`config.mk`:
```
export PLATFORM = sky130hd
export DESIGN_NAME = qmode_reg
export DESIGN_NICKNAME = d
export VERILOG_FILES = /design/src/rtl/qmr_pkg.sv /design/src/rtl/qmr_ctrl.sv /design/src/rtl/qmr_datapath.sv /design/src/rtl/qmode_reg.sv
export SDC_FILE = /design/constraint.sdc
export NUM_CORES = 1
export LEC_CHECK = 0
export BUFFER_PORTS_ARGS = -buffer_cell sky130_fd_sc_hd__buf_4
export CELL_PAD_IN_SITES_DETAIL_PLACEMENT = 0
export CELL_PAD_IN_SITES_GLOBAL_PLACEMENT = 1
export CORE_AREA = 5 5 42 44
export DETAILED_ROUTE_END_ITERATION = 12
export DIE_AREA = 0 0 47 49
export PLACE_DENSITY = 0.61
export SLEW_MARGIN = 20
export SYNTH_ARGS = -nofsm -noshare
export SYNTH_HDL_FRONTEND = slang
export SYNTH_SLANG_ARGS = --single-unit
```
`constraint.sdc`:
```
create_clock -name clk -period 1.81 [get_ports clk]
set_clock_uncertainty 0.05 [all_clocks]
set_input_delay 0.2715 -clock clk [delete_from_list [all_inputs] [get_ports clk]]
set_output_delay 0.2715 -clock clk [all_outputs]
set_load 0.01 [all_outputs]
```
`src/rtl/qmr_pkg.sv`:
```
package qmr_pkg;
  typedef enum logic [1:0] {
    MODE_LOAD  = 2'b00,
    MODE_ONES  = 2'b01,
    MODE_SHIFT = 2'b10,
    MODE_AUX   = 2'b11
  } mode_e;

  typedef struct packed {
    logic  clear;
    mode_e sel;
    logic  incr;
  } strobe_t;
endpackage

```
`src/rtl/qmr_ctrl.sv`:
```
module qmr_ctrl
  import qmr_pkg::*;
#(
  parameter bit COUNT_EN = 1'b1
) (
  input  logic       rst,
  input  logic [1:0] modeSel,
  output strobe_t    strb
);
  mode_e modeDec;

  always_comb begin
    modeDec    = mode_e'(modeSel);
    strb.clear = rst;
    strb.sel   = modeDec;
    strb.incr  = COUNT_EN && !rst && (modeDec == MODE_AUX);
  end
endmodule

```
`src/rtl/qmr_datapath.sv`:
```
module qmr_datapath
  import qmr_pkg::*;
#(
  parameter int WIDTH    = 4,
  parameter bit COUNT_EN = 1'b1
) (
  input  logic             clk,
  input  strobe_t          strb,
  input  logic [WIDTH-1:0] parIn,
  input  logic             serIn,
  output logic [WIDTH-1:0] q,
  output logic             carryOut
);
  localparam int CHAIN = WIDTH + 1;

  logic [CHAIN-1:0] carry;
  logic [WIDTH-1:0] dNext;

  assign carry[0] = strb.incr;

  for (genvar i = 0; i < WIDTH; i++) begin : g_stage
    logic downSrc;
    logic auxSrc;

    if (i == WIDTH - 1) begin : g_top
      assign downSrc = serIn;
    end else begin : g_mid
      assign downSrc = q[i+1];
    end

    if (COUNT_EN) begin : g_cnt
      assign auxSrc     = q[i] ^ carry[i];
      assign carry[i+1] = q[i] & carry[i];
    end else begin : g_hold
      assign auxSrc     = q[i];
      assign carry[i+1] = 1'b0;
    end

    always_comb begin
      unique case (strb.sel)
        MODE_LOAD:  dNext[i] = parIn[i];
        MODE_ONES:  dNext[i] = 1'b1;
        MODE_SHIFT: dNext[i] = downSrc;
        default:    dNext[i] = auxSrc;
      endcase
    end

    always_ff @(posedge clk) begin
      if (strb.clear) q[i] <= 1'b0;
      else            q[i] <= dNext[i];
    end
  end

  assign carryOut = carry[WIDTH];

  assert_clear_R1: assert property (@(posedge clk)
    strb.clear |=> (q == '0));

  assert_load_R2: assert property (@(posedge clk) disable iff (strb.clear)
    (strb.sel == MODE_LOAD) |=> (q == $past(parIn)));

  assert_ones_R3: assert property (@(posedge clk) disable iff (strb.clear)
    (strb.sel == MODE_ONES) |=> (q == '1));

  assert_shift_R4: assert property (@(posedge clk) disable iff (strb.clear)
    (strb.sel == MODE_SHIFT) |=> (q == {$past(serIn), $past(q[WIDTH-1:1])}));

  if (COUNT_EN) begin : g_cnt_chk
    assert_count_R5: assert property (@(posedge clk) disable iff (strb.clear)
      (strb.sel == MODE_AUX) |=> (q == WIDTH'($past(q) + 1'b1)));
    assert_carry_wrap_R6: assert property (@(posedge clk) disable iff (strb.clear)
      carryOut |=> (q == '0));
    assert_carry_full_R6: assert property (@(posedge clk) disable iff (strb.clear)
      carryOut |-> ((q == '1) && (strb.sel == MODE_AUX)));
  end else begin : g_hold_chk
    assert_hold_R7: assert property (@(posedge clk) disable iff (strb.clear)
      (strb.sel == MODE_AUX) |=> $stable(q));
    assert_nocarry_R7: assert property (@(posedge clk) disable iff (strb.clear)
      !carryOut);
  end
endmodule

```
`src/rtl/qmode_reg.sv`:
```
module qmode_reg
  import qmr_pkg::*;
#(
  parameter int WIDTH    = 4,
  parameter bit COUNT_EN = 1'b1
) (
  input  logic             clk,
  input  logic             rst,
  input  logic [1:0]       modeSel,
  input  logic [WIDTH-1:0] parIn,
  input  logic             serIn,
  output logic [WIDTH-1:0] dataOut,
  output logic             carryOut
);
  strobe_t strb;

  qmr_ctrl #(.COUNT_EN(COUNT_EN)) u_ctrl (
    .rst     (rst),
    .modeSel (modeSel),
    .strb    (strb)
  );

  qmr_datapath #(.WIDTH(WIDTH), .COUNT_EN(COUNT_EN)) u_dp (
    .clk      (clk),
    .strb     (strb),
    .parIn    (parIn),
    .serIn    (serIn),
    .q        (dataOut),
    .carryOut (carryOut)
  );
endmodule

```
# ---- Yosys cells after proc, flatten, opt, wreduce, memory -nomap -nowiden
# Index checks and enable logic that the tools add are counted.
dict set report totals {
  register_bits 4
  latch_bits 0
  mem_bits_rw 0
  romBits 0
  out_inout_bits 5
  word_cells 22
  mem_count 0
}
dict set report op_classes {
  add_sub_neg 0
  n_mul 0
  div 0
  magnitude_cmp 0
  eq_ne 3
  n_shift 0
  muxes 4
  bitwise 8
  n_reduce_logical 3
}
# op n
set ops {}
lappend ops {{1-bit case mux with 3 select lines} 4}
lappend ops {{1-bit AND} 4}
lappend ops {{2-bit == test, second input constant} 2}
lappend ops {{1-bit bitwise XOR} 4}
lappend ops {{2-bit by 1-bit == test with 1-bit output, second input constant} 1}
lappend ops {{2-bit logical NOT} 1}
lappend ops {{1-bit logical AND} 1}
lappend ops {{1-bit logical NOT} 1}

# ---- Longest topological paths before layout
dict set report depth {
  ltp_word 7
  depth_mapped 7
}

# ---- Modules after synthesis
# A second synthesis with hierarchy kept.
dict set report hier_totals {
  hier_cells 25
  area_unflattened_um2 285.3
}
# module n_inst cells_each area_each_um2 seq_area_each_um2
set modules_own_cells {}
lappend modules_own_cells {qmr_datapath 1 21 254.0 80.1}
lappend modules_own_cells {qmr_ctrl 1 4 31.3 0.0}

# ---- Worst setup path after synthesis
# Ideal clock, no wire load.
dict set report synth_path {
  kind {input to register}
  from {input port modeSel[1]}
  to {register u_dp.q[3] (netlist: u_dp.g_stage[2].downSrc)}
  arrival_ns 1.448
  required_time_ns 1.641
  slack_ns 0.193
  cell_stages 7
  path_buffers 0
  path_cell_list {nand2_1 > nor2_1 > ha_1 > ha_1 > ha_1 > ha_1 > o221a_1}
}
dict set report synth_via {
  elab_chain_len 7
  elab_cells_between_ends 10
}
# item line
set synth_lines {}
lappend synth_lines {{from (decl)} qmode_reg.sv:9} ;# input logic [1:0] modeSel,
lappend synth_lines {{2-bit == test} qmr_ctrl.sv:16} ;# strb.incr = COUNT_EN && !rst && (modeDec == MODE_AUX);
lappend synth_lines {{1-bit logical AND} qmr_ctrl.sv:16}
lappend synth_lines {{1-bit AND (3 in series)} qmr_datapath.sv:33} ;# assign carry[i+1] = q[i] & carry[i];
lappend synth_lines {{1-bit bitwise XOR} qmr_datapath.sv:32} ;# assign auxSrc = q[i] ^ carry[i];
lappend synth_lines {{1-bit case mux with 3 select lines (*)} qmr_datapath.sv:40} ;# unique case (strb.sel)
lappend synth_lines {{to (signal, indexed assignment)} qmr_datapath.sv:50} ;# else q[i] <= dNext[i];
lappend synth_lines {{to (decl)} qmr_datapath.sv:11} ;# output logic [WIDTH-1:0] q,
# Mark *: on every way between the ends. The rest lies on a longest branch, timed or not.
# A chain may end at the register's enable or synchronous reset.

# ---- Worst setup path after layout
dict set report layout_path {
  from {register u_dp.q[0]}
  to {output port carryOut}
}
dict set report layout_via {
  elab_chain_len 4
}
# item line
set layout_lines {}
lappend layout_lines {{1-bit AND (4 in series)} qmr_datapath.sv:33}
lappend layout_lines {{to (decl)} qmode_reg.sv:13} ;# output logic carryOut
# Every way passes these cells.

==> run_results.csv <==
group,metric,value,unit
job,drv_cap,0,
power,ir_drop,0.0003131,V
global_route,track_usage,0.06765,
cells_and_area,diodes,0,
synthesis,synth_largest_area_cell,"dfxtp_1",
floorplanning,rows,14,
worst_setup_path,critical_path_required,1.49,ns
clock_network,worst_setup_hold_path_clk_slew,0.04,ns
clock_network,tritoncts,"yes",
clock_network,cts_hold_buf,0,
sta,finalSetupViolCount,0,
clock_network,cts_repair_resize_count,0,
global_route,grt_start_max_net_pins,6,
sta,grt_setup_unrepaired,"false",
synthesis,netlist_top_cells_area,"dfxtp_1 32%, ha_1 20%, mux2_1 18%",
sta,finalWorstPathRequiredPeriod,1.720,ns
synthesis,synth-simple-area-share,0.02956,
routing,ant_nets,0,
worst_setup_path,timing.critical_path.fanout_max,2,
clock_network,cts.repair_timing.setup_buffer_count,0,
worst_setup_path,start_kind,"flip-flop",
worst_setup_path,critical-path-top-cell-by-count,"ha_1",
floorplanning,core_area,1401,sq um
sta,final_sum_of_negative_setup_slack,0,ns
cells_and_area,design.final.nets,51,
placed_design,gp_congestion,0.7274,
synthesis,synth_fp_nets,35,
worst_setup_path,slowest_cell_on_the_critical_path,"dfxtp_1",
outcome,run_status,"finished clean",
clock_network,worst_skew_pair_latency,0.24,ns
sta,finalHoldViolCount,0,
floorplanning,die_area,2303,sq um
clock_network,cts-root-buf,"clkbuf_4",
placed_design,io_buffers,13,
synthesis,synth.ff_latch_count,4,
sta,slew_violations,0,
synthesis,ys.warnings.count,0,
worst_setup_path,worst_ep_arrival_time,1.40,ns
global_route,grt_pass1_wl,1041,um
synthesis,post_synth.cell_area_avg,11.55,sq um
cells_and_area,synthToLayoutAreaGrowth,49.26,%
worst_hold_path,holdCritPathClass,"input pin to flip-flop",
synthesis,post_synthesis_xor_xnor_area_fraction,0,
routing,totalWireLength,624,um
synthesis,synthesized_instance_count,22,
synthesis,synthDominantCellAreaShare,0.3153,
routing,vias_per_cell,4.596,
floorplanning,floorplan.initialDensity,0.1813,
worst_setup_path,timing.critical_path.cells,"ha_1, ha_1, ha_1, ha_1, buf_4",
worst_setup_path,number_of_buffers_and_inverters_on_the_critical_path,1,
synthesis,synth.area.mux_share,0.1773,
global_route,grt.overflow.total,0,
floorplanning,floorplan.die.height,49,um
synthesis,synthesis.area,254.0,sq um
worst_setup_path,crit_path_leading_delay_family,"adder cells",
synthesis,number_of_distinct_standard_cells_referenced_by_the_synthesized_netlist,8,
synthesis,synth-seq-area-share,0.3153,
routing,detail_route.wl_per_cell,12.00,um
clock_network,ctsLongestPathBuffers,2,
worst_setup_path,critical_path.max_stage_delay,0.31,ns
synthesis,synth_compound_area_frac,0.1773,
routing,drt-pass1-iter-count,4,
global_route,grt_pass1_vias,265,
synthesis,synth_area_in_adders,0.1970,
global_route,grt_antenna_before_repair,0,
synthesis,dominant_combinational_cell_family_by_area_after_synthesis,"adder cells",
sta,max_clock_freq,581.6,MHz
worst_setup_path,criticalPathCategory,"flip-flop to output pin",
sta,post-route-period-util,0.9500,
sta,relSlewSlack,0.9238,
worst_setup_path,critical_path_end_type,"output pin",
sta,tightest_slew,0.1141,ns
clock_network,cts_max_level,1,
routing,initialDrtViolationCount,4,
power,p_total,0.0002721,W
floorplanning,fp.dieW,47,um
clock_network,numCtsBuffers,3,
power,total_leakage_power,0.1938,nW
routing,drc_violations,0,
power,p_per_area,717.8,nW/um^2
clock_network,cts_num_sinks,4,
routing,dr_total_vias,239,
cells_and_area,post_route_cells_drive_above_1_share,0.4722,
floorplanning,pin_count,14,
## through the flow
stage	setup WS, ns	instance area [sq um]	hold WS [ns]	util	instances
finish	0.09046	379.1	0.2813	0.2705	52
global route	0.02096	379.1	0.2774	0.2705	52
CTS	0.07027	379.1	0.2707	0.2705	52
detailed placement	0.04192	356.6	0.5288	0.2545	49
global placement	0.07308	356.6	0.5222	0.2545	49
floorplan	0.1929	254.0	0.3951	-	22
## cells by family (layout without fill, tap and decap cells)
logic type | after synthesis | count (layout)
adders and majority gates | 4 | 4
buffers and inverters | 4 | 18
and+or+nand+nor | 2 | 2
muxes | 4 | 4
DFF | 4 | 4
AOI/OAI and AO/OA | 4 | 4
## per-layer routing
layer  vias to the layer above  GRT usage  wire length (um)
met5                         -          0                 0
met1                       107    0.07269               275
li1                        111          -                 -
met4                         0    0.04147                16
met3                         4    0.06642               105
met2                        17    0.08145               226
## Yosys cell counts (all sizes together)
| cell | count |
|---|---|
| o221a | 4 |
| nor2 | 1 |
| ha | 4 |
| inv | 1 |
| mux2 | 4 |
| dfxtp | 4 |
| nand2 | 1 |
| buf | 3 |
## flip-flops by register name (all words and copies together) (netlist names)
signal                count
u_dp.g_stage.downSrc      3
u_dp.q                    1
## placed cells by master (no fill, tap or decap), drive strengths merged
master  Yosys  routed
clkbuf      0       3
inv         1       1
ha          4       4
buf         3      14
dfxtp       4       4
nand2       1       1
nor2        1       1
o221a       4       4
mux2        4       4
## report_power, final
group | internal (W) | switching, W
registers | 0.0000964 | 0.00000535
logic | 0.0000349 | 0.0000220
clock network | 0.0000743 | 0.0000392
## layout make-up
cell class / instances / area (sq um)
Fill cell: 157 / 1022
Multi-Input combinational cell: 14 / 147.6
Timing Repair Buffer: 14 / 105.1
Sequential cell: 4 / 80.08
Clock buffer: 3 / 22.52
Tap cell: 16 / 20.02
Inverter: 1 / 3.754
## final timing paths
check	from	end	slack [ns]	cells after the start
worst max-delay path	u_dp.q[0]$_SDFF_PP0_	carryOut	0.09	5
worst min-delay path	modeSel[0]	u_dp.g_stage[1].downSrc$_SDFF_PP0_	0.28	2
worst max register to register	u_dp.q[0]$_SDFF_PP0_	u_dp.g_stage[2].downSrc$_SDFF_PP0_	0.28	5
worst min register to register	u_dp.g_stage[2].downSrc$_SDFF_PP0_	u_dp.g_stage[1].downSrc$_SDFF_PP0_	0.62	2
(Power assumes the default switching activity.)
